**config.mk**
```make
export PLATFORM = sky130hd
export DESIGN_NAME = fbdc_writer
export DESIGN_NICKNAME = d
export VERILOG_FILES = /design/src/rtl/fbdc_pkg.sv /design/src/rtl/fbdc_coord_cnt.sv /design/src/rtl/fbdc_window.sv /design/src/rtl/fbdc_writer.sv
export SDC_FILE = /design/constraint.sdc
export NUM_CORES = 1
export LEC_CHECK = 0
export CORE_AREA = 2 2 64 66
export DETAILED_ROUTE_END_ITERATION = 10
export DIE_AREA = 0 0 66 68
export DONT_BUFFER_PORTS = 1
export GPL_ROUTABILITY_DRIVEN = 0
export GPL_TIMING_DRIVEN = 0
export SYNTH_ARGS = -nofsm -noshare
export SYNTH_HDL_FRONTEND = slang
export SYNTH_SLANG_ARGS = --single-unit
```
**constraint.sdc**
```tcl
create_clock -name clk -period 2.6 [get_ports clk]
set_input_delay 0.39 -clock clk [delete_from_list [all_inputs] [get_ports clk]]
set_output_delay 0.39 -clock clk [all_outputs]
set_load 0.1 [all_outputs]
```
**src/rtl/fbdc_pkg.sv**
```systemverilog
package fbdc_pkg;
  localparam int PIX_W_DEF  = 8;
  localparam int IN_W_DEF   = 320;
  localparam int IN_H_DEF   = 240;
  localparam int DEC_LG_DEF = 1;
  localparam int WIN_W_DEF  = 128;
  localparam int WIN_H_DEF  = 96;

  // centred offset of a window inside a decimated span
  function automatic int centre_off(int span, int dec_lg, int win);
    return ((span >> dec_lg) - win) / 2;
  endfunction
endpackage

```
**src/rtl/fbdc_coord_cnt.sv**
```systemverilog
module fbdc_coord_cnt #(
  parameter int CW = 9,
  parameter int RW = 8
) (
  input  logic          clk,
  input  logic          rst,
  input  logic          valid,
  input  logic          sof,
  input  logic          eol,
  output logic [CW-1:0] cur_col,
  output logic [RW-1:0] cur_row
);
  logic [CW-1:0] col_q;
  logic [RW-1:0] row_q;

  // a start-of-frame pixel sits at the origin regardless of history
  assign cur_col = sof ? '0 : col_q;
  assign cur_row = sof ? '0 : row_q;

  always_ff @(posedge clk) begin
    if (rst) begin
      col_q <= '0;
      row_q <= '0;
    end else if (valid) begin
      if (eol) begin
        col_q <= '0;
        row_q <= (cur_row != '1) ? cur_row + RW'(1) : cur_row;
      end else begin
        col_q <= (cur_col != '1) ? cur_col + CW'(1) : cur_col;
        row_q <= cur_row;
      end
    end
  end
endmodule

```
**src/rtl/fbdc_window.sv**
```systemverilog
module fbdc_window #(
  parameter int CW     = 9,
  parameter int RW     = 8,
  parameter int DEC_LG = 1,
  parameter int X_OFF  = 16,
  parameter int Y_OFF  = 12,
  parameter int WIN_W  = 128,
  parameter int WIN_H  = 96,
  parameter int XW     = 7,
  parameter int YW     = 7
) (
  input  logic [CW-1:0] col,
  input  logic [RW-1:0] row,
  output logic          hit,
  output logic          corner,
  output logic [XW-1:0] x,
  output logic [YW-1:0] y
);
  logic [CW-1:0] dx;
  logic [RW-1:0] dy;
  logic          phase_ok;
  logic          in_x, in_y;

  generate
    if (DEC_LG == 0) begin : g_nodec
      assign dx       = col;
      assign dy       = row;
      assign phase_ok = 1'b1;
    end else begin : g_dec
      assign dx       = col >> DEC_LG;
      assign dy       = row >> DEC_LG;
      assign phase_ok = (col[DEC_LG-1:0] == '0) && (row[DEC_LG-1:0] == '0);
    end
  endgenerate

  assign in_x = (dx >= CW'(X_OFF)) && (dx < CW'(X_OFF + WIN_W));
  assign in_y = (dy >= RW'(Y_OFF)) && (dy < RW'(Y_OFF + WIN_H));
  assign hit  = phase_ok && in_x && in_y;

  assign x = XW'(dx - CW'(X_OFF));
  assign y = YW'(dy - RW'(Y_OFF));

  assign corner = hit && (x == XW'(WIN_W - 1)) && (y == YW'(WIN_H - 1));
endmodule

```
**src/rtl/fbdc_writer.sv**
```systemverilog
module fbdc_writer #(
  parameter int PIX_W  = fbdc_pkg::PIX_W_DEF,
  parameter int IN_W   = fbdc_pkg::IN_W_DEF,
  parameter int IN_H   = fbdc_pkg::IN_H_DEF,
  parameter int DEC_LG = fbdc_pkg::DEC_LG_DEF,
  parameter int WIN_W  = fbdc_pkg::WIN_W_DEF,
  parameter int WIN_H  = fbdc_pkg::WIN_H_DEF,
  localparam int CW    = $clog2(IN_W),
  localparam int RW    = $clog2(IN_H),
  localparam int XW    = $clog2(WIN_W),
  localparam int YW    = $clog2(WIN_H),
  localparam int AW    = XW + YW,
  localparam int X_OFF = fbdc_pkg::centre_off(IN_W, DEC_LG, WIN_W),
  localparam int Y_OFF = fbdc_pkg::centre_off(IN_H, DEC_LG, WIN_H)
) (
  input  logic             clk,
  input  logic             rst,
  input  logic             in_valid,
  input  logic             in_sof,
  input  logic             in_eol,
  input  logic [PIX_W-1:0] in_pix,
  output logic             wr_en,
  output logic [AW-1:0]    wr_addr,
  output logic [PIX_W-1:0] wr_data,
  output logic             frame_done
);
  logic [CW-1:0] cur_col;
  logic [RW-1:0] cur_row;
  logic          hit, corner;
  logic [XW-1:0] wx;
  logic [YW-1:0] wy;
  logic          last_q;

  fbdc_coord_cnt #(.CW(CW), .RW(RW)) cnt_i (
    .clk(clk), .rst(rst), .valid(in_valid), .sof(in_sof), .eol(in_eol),
    .cur_col(cur_col), .cur_row(cur_row)
  );

  fbdc_window #(
    .CW(CW), .RW(RW), .DEC_LG(DEC_LG), .X_OFF(X_OFF), .Y_OFF(Y_OFF),
    .WIN_W(WIN_W), .WIN_H(WIN_H), .XW(XW), .YW(YW)
  ) win_i (
    .col(cur_col), .row(cur_row), .hit(hit), .corner(corner), .x(wx), .y(wy)
  );

  always_ff @(posedge clk) begin
    if (rst) begin
      wr_en      <= 1'b0;
      last_q     <= 1'b0;
      frame_done <= 1'b0;
    end else begin
      wr_en      <= in_valid && hit;
      last_q     <= in_valid && corner;
      frame_done <= last_q;
    end
  end

  // address and data need no reset: they only matter while wr_en is high
  always_ff @(posedge clk) begin
    wr_addr <= {wy, wx};
    wr_data <= in_pix;
  end
endmodule

```
==> summary.md <==
| Metric | Value |
|---|---|
| Area of the mapped netlist | `around 1800 sq um` |
| Final Max Tran Viols | `0` |
| Hold Worst Slack | `0.1058 ns` |
| Post-Synthesis Cells | `195` |
| Post-synthesis sequential area ratio | `a little under half` |
| Cell taking the most area after synthesis | `dfxtp_1` |
| Clock Skews | `0.005640 ns` |
| Num CTS Buffers | `5` |
| RSZ-0062 raised after global routing | `no` |
| Status | `complete, no violations` |
| DRC Markers | `0` |
| Post-synthesis mux area share | `about 1.1%` |
| Clk pwr share | `between 40% and 50%` |
| Crit path max-delay cell type | `or3_4` |
| Layout cell share with drive strength beyond 1 | `under 10%` |
| Post-synth cell types | `48` |
| Clk root buf | `clkbuf_8` |
| Die Y | `~68 microns` |
| First-pass GRT wire length | `~6.5 mm` |
| Pleak | `~0.73 nW` |
| Final Critical Period | `2.272 ns` |
| # hold bufs at CTS | `0` |
| Clk buf depth | `2` |
| Synth Area in Compound Gates | `a little over an eighth` |
| Core occupancy in the finished layout | `a little over half` |
| Worst slack, placed | `~0.016 ns` |
| Rows | `23` |
| Ports | `37` |
| Drt total wl | `around 4 mm` |
| Largest net degree at the start of global routing | `14` |
| Switching fraction of total power | `24.68%` |
| CTS sink cnt | `42` |
| DR vias/cell | `between 5 and 6` |
| Routed len/inst | `15.93 microns` |
| IO buf count | `0` |
| Die W | `66 microns` |
| Starting Density | `between 40% and 50%` |
| Post-synth EDFFs | `0` |
| Crit path largest cell delay | `0.41 ns` |
| Logic gate share of total power | `approximately 4.1%` |
| Pint | `959.0 uW` |
| Commonest non-fill, non-tap cell in the layout | `dfxtp_1` |
| Tcrit/Tclk final | `87.38%` |
| Synth top area cells | `dfxtp_1, ha_1, nor2b_1` |
| Yosys reg bits | `42` |
| Worst slew margin | `34.77%` |
| Core box area | `just under 4000 sq um` |
| Post-synthesis xor/xnor area fraction | `under 10%` |
| Least-Margin Pin Slew | `roughly 0.98 ns` |
| Vias in the first global route | `1376` |
| Layout overhead on the synthesized area | `9.356%` |
| Setup Viol. Count Final | `0` |
| Max Cap Viol | `0` |
| Mapped Nets | `around 220` |
| Final-report hold violation count | `0` |
| Seq pwr share | `a little under three fifths` |
| CTS H-tree depth | `2` |
| Worst setup SP type | `input pin` |
| Initial antenna violation count | `0` |
| Die area | `between 4000 and 5000 sq um` |
| Largest family of logic cells by synthesized area | `simple AND/OR/NAND/NOR gates` |
| Synth async-reset ratio | `0%` |
| Crit path cell chain | `buf_6 > clkbuf_1 > nor2b_1 > ha_1 > nand4_1 > or3_4 > buf_6 > and3b_1 > mux2i_1 > a21oi_1` |
| Final cell count without fillers | `253` |
| DR pass1 iterations | `4` |
| Global Route Usage Sum | `19.48%` |
| Final setup TNS | `0 ns` |
| Nets | `between 200 and 250` |
| Post-CTS Setup Bufs | `0` |
| Cts repair resizes | `0` |
| Yosys Warn Count | `0` |
| Antenna cells | `0` |
| Hold crit path type | `in2reg` |
| Commonest cells after routing, fill and taps aside | `dfxtp_1, nor2_1, nor2b_1` |
| Top-area cell type share of the netlist area | `~46%` |
| Arrival time at the worst endpoint | `2.44 ns` |
| Post-DP HPWL | `about 2.8 mm` |
| 1st-iter DRT viols | `93` |
| Most used cell, CP | `buf_6` |
| Syn Area/Cell | `9.464 sq um` |
| Via count | `1410` |
| Predominant post-synthesis flop cell | `dfxtp_1` |
| Post-DRT Antenna Nets | `0` |
| VDD IR-drop max | `between 0.0002 and 0.0003 V` |
| Crit Path Class | `in2reg` |
| Post-synthesis simple-gate area fraction | `25.15%` |
| CTS tree | `yes` |
| PD cells | `630.9 nW/um^2` |
| Final WS setup | `between 0.3 and 0.4 ns` |
| CP Max Fanout | `10` |
| Max Clk Rate | `about 440 MHz` |
| Worst EP required | `approximately 2.8 ns` |
| DP Area | `approximately 1900 sq um` |
| Synth Area in Adders | `~4.7%` |
| NetSw | `~310 uW` |
| Setup crit end kind | `register` |
| Pwr Total | `between 1 and 1.5 mW` |
| Placed cell count | `245` |
| Total congestion overflow | `0` |
| Final instance area | `roughly 2000 sq um` |
| Clock Latency Late Sink | `around 0.30 ns` |
| Clk slew on worst S/H paths | `around 0.08 ns` |
-- power by group through the flow --
stage / logic (mW) / clock network (mW) / registers [mW]
3_5_place_dp: 0.0522 / 0 / 0.723
4_1_cts: 0.0524 / 0.523 / 0.708
3_3_place_gp: 0.0513 / 0 / 0.723
2_1_floorplan: 0.0396 / 0 / 0.721
5_1_grt: 0.0574 / 0.556 / 0.709
6_report: 0.0523 / 0.513 / 0.708
-- synth_stat cells (4+ instances only) --
cell	n
xnor2_1	8
ha_1	7
o21ai_0	4
nor2_1	17
nand4_1	6
inv_1	7
a21oi_1	10
nor2b_1	14
clkbuf_1	5
nand2b_1	8
dfxtp_1	42
nand2_1	10
nor3_1	5
nand3_1	7
-- cells by family after synthesis --
| logic type | count (synthesis) |
|---|---|
| compound gates | 35 |
| xor+xnor | 8 |
| fa+ha+maj | 7 |
| buf+inv | 19 |
| flops | 42 |
| mux | 2 |
| simple gates | 82 |
-- layer usage --
layer	GRT usage [%]	part of all wire [%]	vias to the layer above
met2	29.04	43	66
met3	6.250	8.7	10
met1	25.51	46	638
met5	0	0	-
li1	-	-	696
met4	9.439	2.2	0
-- sequential cells by signal, summed over array words and instances (netlist names) --
register	count
last_q	1
wr_en	1
cnt_i.row_q	8
wr_data	8
wr_addr	14
frame_done	1
cnt_i.col_q	9
-- critical path: cells and delay by family --
| family | cells | cell delay, ns |
|---|---|---|
| adders and majority gates | 1 | 0.28 |
| buffers and inverters | 3 | 0.48 |
| muxes | 1 | 0.14 |
| and+or+nand+nor | 4 | 1.06 |
| AOI/OAI and AO/OA | 1 | 0.08 |
-- path summary, 6_finish.rpt --
check,slack [ns],to,start,depth (start not counted)
setup / recovery,0.33,cnt_i.col_q[5],in_sof,10
hold / removal,0.11,wr_data[1],in_pix[1],0
setup reg to reg,0.40,cnt_i.col_q[5],cnt_i.col_q[0],8
hold reg to reg,0.43,frame_done,last_q,1
-- layout make-up --
class | instances | area (sq um)
plain buffers | 11 | 91.34
fillers | 346 | 1838
multi-input cells | 134 | 883.3
flip-flops and latches | 42 | 840.8
clock buffers | 6 | 72.57
clock inverters | 2 | 37.54
well taps | 50 | 62.56
inverters | 8 | 30.03
Power figures use the tool's default switching activity.
